[src/rtl/dmaflag_pkg.sv]
package dmaflag_pkg;
   // per-channel nibble layout, shared by status and clear words
   localparam int FLAGS_PER_CH = 4;
   localparam int IDX_GLB  = 0;
   localparam int IDX_DONE = 1;
   localparam int IDX_HALF = 2;
   localparam int IDX_ERR  = 3;
   // word addresses
   localparam logic WORD_STS = 1'b0;
   localparam logic WORD_CLR = 1'b1;
endpackage

[src/rtl/dmaflag_lane_clr.sv]
module dmaflag_lane_clr #(
   parameter int DATA_W = 32,
   localparam int LANES = DATA_W / 8
) (
   input  logic              wr_clr,
   input  logic [LANES-1:0]  be,
   input  logic [DATA_W-1:0] wdata,
   output logic [DATA_W-1:0] clr_vec
);
   // each byte lane forwards its write ones only when enabled
   for (genvar l = 0; l < LANES; l++) begin : g_lane
      assign clr_vec[8*l +: 8] = (wr_clr && be[l]) ? wdata[8*l +: 8] : 8'h00;
   end
endmodule

[src/rtl/dmaflag_chan.sv]
module dmaflag_chan
   import dmaflag_pkg::*;
(
   input  logic                    clk,
   input  logic                    rst_n,
   input  logic                    ev_err,
   input  logic                    ev_half,
   input  logic                    ev_done,
   input  logic [FLAGS_PER_CH-1:0] clr,
   output logic [FLAGS_PER_CH-1:0] nib
);
   logic err_q, half_q, done_q;
   logic clr_all;

   assign clr_all = clr[IDX_GLB];

   // set dominates clear so that no event is dropped
   always_ff @(posedge clk or negedge rst_n) begin
      if (!rst_n) begin
         err_q  <= 1'b0;
         half_q <= 1'b0;
         done_q <= 1'b0;
      end else begin
         err_q  <= ev_err  | (err_q  & ~(clr[IDX_ERR]  | clr_all));
         half_q <= ev_half | (half_q & ~(clr[IDX_HALF] | clr_all));
         done_q <= ev_done | (done_q & ~(clr[IDX_DONE] | clr_all));
      end
   end

   always_comb begin
      nib           = '0;
      nib[IDX_ERR]  = err_q;
      nib[IDX_HALF] = half_q;
      nib[IDX_DONE] = done_q;
      nib[IDX_GLB]  = err_q | half_q | done_q;
   end

   AST_ERR_SET_WINS: assert property (@(posedge clk) disable iff (!rst_n)
      ev_err |=> nib[IDX_ERR]);
   AST_HALF_SET_WINS: assert property (@(posedge clk) disable iff (!rst_n)
      ev_half |=> nib[IDX_HALF]);
   AST_ERR_NO_SPONT: assert property (@(posedge clk) disable iff (!rst_n)
      (!ev_err && !nib[IDX_ERR]) |=> !nib[IDX_ERR]);
   AST_DONE_CLEARED: assert property (@(posedge clk) disable iff (!rst_n)
      (clr[IDX_DONE] && !ev_done) |=> !nib[IDX_DONE]);
   AST_DONE_HOLD: assert property (@(posedge clk) disable iff (!rst_n)
      (nib[IDX_DONE] && !clr[IDX_DONE] && !clr_all) |=> nib[IDX_DONE]);
   AST_GLB_WIPE: assert property (@(posedge clk) disable iff (!rst_n)
      (clr_all && !ev_err && !ev_half && !ev_done) |=> (nib == '0));
endmodule

[src/rtl/dmaflag_rdmux.sv]
module dmaflag_rdmux
   import dmaflag_pkg::*;
#(
   parameter int NUM_CH = 7,
   parameter int DATA_W = 32,
   localparam int USED_W = NUM_CH * FLAGS_PER_CH
) (
   input  logic              rd_en,
   input  logic              word,
   input  logic [USED_W-1:0] flags,
   output logic [DATA_W-1:0] sts_word,
   output logic [DATA_W-1:0] rdata
);
   // pad unused upper status bits with zero
   if (USED_W < DATA_W) begin : g_pad
      assign sts_word = {{(DATA_W-USED_W){1'b0}}, flags};
   end else begin : g_full
      assign sts_word = flags;
   end

   // clear word is write-only and reads back as zero
   assign rdata = (rd_en && word == WORD_STS) ? sts_word : '0;

   always_comb begin
      AST_CLR_READS_ZERO: assert (!(rd_en && word == WORD_CLR) || rdata == '0);
   end
endmodule

[src/rtl/dma_irq_flags.sv]
module dma_irq_flags
   import dmaflag_pkg::*;
#(
   parameter int NUM_CH = 7,
   parameter int DATA_W = 32,
   localparam int LANES  = DATA_W / 8,
   localparam int USED_W = NUM_CH * FLAGS_PER_CH
) (
   input  logic              clk,
   input  logic              rst_n,
   input  logic              bus_sel,
   input  logic              bus_we,
   input  logic              bus_addr,
   input  logic [LANES-1:0]  bus_be,
   input  logic [DATA_W-1:0] bus_wdata,
   output logic [DATA_W-1:0] bus_rdata,
   input  logic [NUM_CH-1:0] ev_err,
   input  logic [NUM_CH-1:0] ev_half,
   input  logic [NUM_CH-1:0] ev_done,
   output logic [NUM_CH-1:0] irq
);
   if (NUM_CH < 1) begin : g_chk_ch
      $error("NUM_CH must be at least 1");
   end
   if (DATA_W % 8 != 0) begin : g_chk_bytes
      $error("DATA_W must be a whole number of bytes");
   end
   if (USED_W > DATA_W) begin : g_chk_fit
      $error("channel flags do not fit the data word");
   end

   logic              wr_clr;
   logic              rd_en;
   logic [DATA_W-1:0] clr_vec;
   logic [DATA_W-1:0] sts_word;
   logic [USED_W-1:0] flags;

   assign wr_clr = bus_sel && bus_we && (bus_addr == WORD_CLR);
   assign rd_en  = bus_sel && !bus_we;

   dmaflag_lane_clr #(.DATA_W(DATA_W)) u_lane (
      .wr_clr (wr_clr),
      .be     (bus_be),
      .wdata  (bus_wdata),
      .clr_vec(clr_vec)
   );

   for (genvar c = 0; c < NUM_CH; c++) begin : g_ch
      dmaflag_chan u_chan (
         .clk    (clk),
         .rst_n  (rst_n),
         .ev_err (ev_err[c]),
         .ev_half(ev_half[c]),
         .ev_done(ev_done[c]),
         .clr    (clr_vec[FLAGS_PER_CH*c +: FLAGS_PER_CH]),
         .nib    (flags[FLAGS_PER_CH*c +: FLAGS_PER_CH])
      );
      assign irq[c] = flags[FLAGS_PER_CH*c + IDX_GLB];
   end

   if (USED_W < DATA_W) begin : g_rsvd
      logic unused_rsvd_clr;
      assign unused_rsvd_clr = |clr_vec[DATA_W-1:USED_W];
   end

   dmaflag_rdmux #(.NUM_CH(NUM_CH), .DATA_W(DATA_W)) u_rd (
      .rd_en   (rd_en),
      .word    (bus_addr),
      .flags   (flags),
      .sts_word(sts_word),
      .rdata   (bus_rdata)
   );

   AST_STS_WRITE_IGNORED: assert property (@(posedge clk) disable iff (!rst_n)
      (bus_sel && bus_we && bus_addr == WORD_STS && ev_err == '0 && ev_half == '0
       && ev_done == '0) |=> $stable(sts_word));
   AST_QUIET_STABLE: assert property (@(posedge clk) disable iff (!rst_n)
      (!bus_sel && ev_err == '0 && ev_half == '0 && ev_done == '0)
      |=> $stable(sts_word));
   AST_IRQ_LIMIT: assert property (@(posedge clk) disable iff (!rst_n)
      (ev_err == '0 && ev_half == '0 && ev_done == '0 && irq == '0)
      |=> irq == '0);
endmodule

[config.mk]
export PLATFORM = sky130hd
export DESIGN_NAME = dma_irq_flags
export DESIGN_NICKNAME = d
export VERILOG_FILES = /design/src/rtl/dmaflag_pkg.sv /design/src/rtl/dmaflag_lane_clr.sv /design/src/rtl/dmaflag_chan.sv /design/src/rtl/dmaflag_rdmux.sv /design/src/rtl/dma_irq_flags.sv
export SDC_FILE = /design/constraint.sdc
export NUM_CORES = 1
export LEC_CHECK = 0
export BUFFER_PORTS_ARGS = -buffer_cell sky130_fd_sc_hd__buf_2
export CELL_PAD_IN_SITES_DETAIL_PLACEMENT = 0
export CELL_PAD_IN_SITES_GLOBAL_PLACEMENT = 1
export CORE_MARGIN = 2
export CORE_UTILIZATION = 29
export CTS_CLUSTER_SIZE = 40
export DETAILED_ROUTE_END_ITERATION = 12
export HOLD_SLACK_MARGIN = 0.02
export PLACE_DENSITY = 0.83
export SYNTH_ARGS = -nofsm -noshare
export SYNTH_HDL_FRONTEND = slang
export SYNTH_SLANG_ARGS = --single-unit
[constraint.sdc]
create_clock -name clk -period 2 [get_ports clk]
set_clock_uncertainty 0.1 [all_clocks]
set_input_delay 0.4 -clock clk [delete_from_list [all_inputs] [get_ports clk]]
set_output_delay 0.4 -clock clk [all_outputs]
set_load 0.01 [all_outputs]
; ---- Yosys cells after proc, flatten, opt, wreduce, memory -nomap -nowiden
; Index checks and enable logic that the tools add are counted.
[totals]
reg_bits = 21
latchBits = 0
ramBits = 0
mem_bits_ro = 0
inputBits = 62
out_inout_bits = 39
word_cells = 134
memories = 0
[classes]
addsub = 0
multipliers = 0
n_div = 0
n_lt_le_gt_ge = 0
eq_ne = 0
shifts = 0
mux = 5
n_bitwise = 99
reduce_logical = 9
[ops]
columns = op, n
row1 = $or 1x1->1, 56
row2 = $mux 28, 1
row3 = $mux 8, 3
row4 = $not 1->1, 22
row5 = $and 1x1->1, 21
row6 = $logic_and 1x1->1, 8
row7 = $mux 4, 1
row8 = $logic_not 1->1, 1

; ---- Longest topological paths before layout
[depth]
word_depth = 8
mapped_depth = 3
ltp_nobuf = 2

; ---- Cells and area by module
; Synthesis repeated with hierarchy kept, for this count alone.
[unflattened]
cells_unflattened = 197
hier_area_um2 = 1828.0
[modules_own_cells]
columns = mod, n_inst, cells_each, area_each_um2, seq_area_each_um2
row1 = dmaflag_chan, 7, 13, 143.9, 75.1
row2 = dmaflag_rdmux, 1, 69, 574.3, 0.0
row3 = dmaflag_lane_clr, 1, 35, 230.2, 0.0
row4 = dma_irq_flags, 1, 2, 16.3, 0.0

; ---- Worst setup path after synthesis
; OpenSTA, ideal clock, no wires.
[synth_path]
kind = input to output
start = input bus_we
end = output bus_rdata[10]
arrival_ps = 1022
required_ps = 1500
slack_ps = 478
path_stages = 3
cell_sequence = nor3b_4 -> buf_6 -> and2_1
[synth_between]
elab_chain_len = 4
[synth_lines]
columns = item, line
row1 = "start, declared", dma_irq_flags.sv:12  ; input logic bus_we,
row2 = $logic_not 1->1, dma_irq_flags.sv:39  ; assign rd_en = bus_sel && !bus_we;
row3 = $logic_and 1x1->1, dma_irq_flags.sv:39
row4 = $logic_and 1x1->1, dmaflag_rdmux.sv:22  ; assign rdata = (rd_en && word == WORD_STS) ? sts_word : '0;
row5 = $mux 28, dmaflag_rdmux.sv:22
row6 = "end, declared", dma_irq_flags.sv:16  ; output logic [DATA_W-1:0] bus_rdata,
; No other way between the ends.

; ---- Worst setup path after layout
[layout_path]
start = register g_ch[3].u_chan.err_q
end = output bus_rdata[12]
[layout_between]
elab_chain_len = 3
[layout_lines]
columns = item, line
row1 = "start, declared", dmaflag_chan.sv:12  ; logic err_q, half_q, done_q;
row2 = "start signal, assigned", dmaflag_chan.sv:24  ; err_q <= ev_err | (err_q & ~(clr[IDX_ERR] | clr_all));
row3 = $or 1x1->1 (2 in a row), dmaflag_chan.sv:35  ; nib[IDX_GLB] = err_q | half_q | done_q;
row4 = $mux 28, dmaflag_rdmux.sv:22
; No other way between the ends.

==> results.cfg <==
[critical_path]
worstPathRequired_ns = 1.50
cp-end-kind = output port
crit_path_max_fanout = 4
crit_arrival_ns = 1.35
worst_path_max_delay_cell = dfrtp_1
crit_chain = or3_1 -> and2_1 -> buf_2
start_kind = flop
crit_type = reg2out
critPathMaxStageDelay_ns = 0.41

[synth]
yosys.area_share.simple_pct = 32.5
ys_types = 16
synthXorXnorAreaFrac_pct = 0
postSynthAreaPerCell_um2 = 9.43
ys_seq_area_share_pct = 41.0
synth_top_family_by_area = simple AND/OR/NAND/NOR gates
netlist.area_leader.share_pct = 41.0
ys_ff_latch = 21
synthMuxAreaShare_pct = 0
yosys.area.top_type = dfrtp_1
synth_area_leaders = dfrtp_1 41%, and2_1 14%, o221ai_1 8.2%
synthAdderAreaFrac_pct = 0
yosysWarnings = 0
synth_compound_area_share_pct = 14.3
syn_area_mm2 = 0.00128
syn_inst = 136

[placement]
port_buffers = 92
dp_slack_ns = 0.279
dp_hpwl_mm = 2.48
gp_congestion = 0.697
placed_cells = 276
dpl_cell_area_mm2 = 0.00178

[sta]
timing.hold.ws_ns = 0.227
period_share_pct = 92.4
setup_slack_ns = 0.152
setup_tns_ns = 0
fin_crit_ns = 1.85
timing.fmax_ghz = 0.541
rsz0062_at_grt = false
slew_viol_final = 0
hold_viol = 0
finalSetupViolations = 0

[cells_and_area]
drive_gt1_share_pct = 42.8
final_cells = 281
area_growth_pct = 42.8
fin_area_mm2 = 0.00183
fin_util_pct = 42.7
antennaDiodeCount = 0
final_nets = 292

[route]
vias = 1234
first_iter_violations = 15
wl_per_cell_um = 11.0
ant_nets = 0
viasPerCell = 4.39
drc = 0
drt-total-wl_mm = 3.08
drt_pass1_iterations = 4

[job]
maxCapViolCount = 0

[global_route]
grt_max_degree = 29
grt_pass1_wl_mm = 4.89
overflow = 0
antenna_found_initial = 0
grt_pass1_vias = 1113
track_usage_pct = 12.1

[floorplanning]
initial_core_util_pct = 29.9
std_cell_rows = 24
die_y_um = 70.5
ios = 101
die_width_um = 70.5
core-area_mm2 = 0.00429
dieArea_mm2 = 0.00497

[power]
pwr_density_cell_mw_per_mm2 = 484
peakVddDrop_v = 0.000225
p_total_mw = 0.886
p_leak_nw = 0.989

[clock_tree]
h-tree-depth = 1
clock_sinks = 21
cts-root-buf = clkbuf_8
cts_tree = built
cts_resized = 0
clock_path_buffers = 2
numCtsBuffers = 3
clk_pin_slew_worst_paths_ns = 0.07
clk_latency_ns = 0.25

[hold_path]
hold_path_class = in2reg

[status]
status = completed
-- sequential cells by signal, summed over array words and instances, names as in the netlist --
name,flops
g_ch.u_chan.done_q,7
g_ch.u_chan.err_q,7
g_ch.u_chan.half_q,7
-- kinds of logic (layout without fill, tap and decap cells) --
group / count (synthesis) / after routing
and+or+nand+nor: 61 / 61
buffers and inverters: 32 / 122
AOI/OAI and AO/OA: 21 / 21
DFF: 21 / 21
other: 1 / 4
-- critical path: cells and delay by family, from the launching register on --
family / cells / cell delay, ns
buffers and inverters: 1 / 0.13
AND/OR/NAND/NOR: 2 / 0.55
flip-flops: 1 / 0.41
-- what timing repair did --
| item | CTS | global route |
|---|---|---|
| hold buffers | 1 | 0 |
| endpoints found under the hold margin | 21 | 0 |
| setup buffers | 0 | 0 |
-- worst paths after layout --
check / slack (ns) / depth (start not counted) / endpoint / start
setup / recovery: 0.15 / 3 / bus_rdata[12] / g_ch[3].u_chan.err_q
hold / removal: 0.23 / 2 / g_ch[6].u_chan.half_q / ev_half[6]
setup reg to reg: 0.97 / 2 / g_ch[5].u_chan.err_q / g_ch[5].u_chan.err_q
hold reg to reg: 0.42 / 1 / g_ch[6].u_chan.err_q / g_ch[6].u_chan.err_q
max in group asynchronous: 0.95 / 2 / g_ch[5].u_chan.err_q / rst_n
min in group asynchronous: 0.53 / 2 / g_ch[1].u_chan.done_q / rst_n
-- routing by layer --
metal	vias to the layer above	share of wire (%)	GRT usage, %
met5	-	0	0
met4	0	0.45	4.49
met3	2	7.0	2.31
met2	44	51	21.9
met1	549	42	14.2
li1	639	-	-
-- where the power goes --
part | internal, mW | leakage (nW) | switching, mW
combinational | 0.0925 | 0.777 | 0.0804
sequential | 0.435 | 0.189 | 0.00879
clock | 0.142 | 0.0228 | 0.128
-- cell usage after synthesis --
cell type and number:
a211o_1 9, and2_1 28, and4_1 2, buf_2 2
buf_4 4, buf_6 2, conb_1 1, dfrtp_1 21
inv_1 24, nand2b_1 12, nand4_1 1, nand4_2 1
nor3b_1 9, nor3b_4 1, o221ai_1 12, or3_1 7
-- cell type report --
| type | count | area, um^2 |
|---|---|---|
| fillers | 455 | 2460 |
| inverters | 24 | 90.1 |
| well taps | 52 | 65.1 |
| flip-flops and latches | 21 | 526 |
| clock buffers | 4 | 45.0 |
| multi-input cells | 86 | 616 |
| repair buffers | 94 | 490 |
-- placed cells by master (no fill, tap or decap) --
cell,n
nand4_1,1
or3_1,7
inv_1,24
nand4_2,1
clkbuf_1,1
nor3b_4,1
dfrtp_1,21
buf_12,1
conb_1,4
o221ai_1,12
nand2b_1,12
and2_1,28
nor3b_1,9
buf_2,92
dlygate4sd3_1,1
and4_1,2
a211o_1,9
clkbuf_8,3
Power figures use the tool's default switching activity.
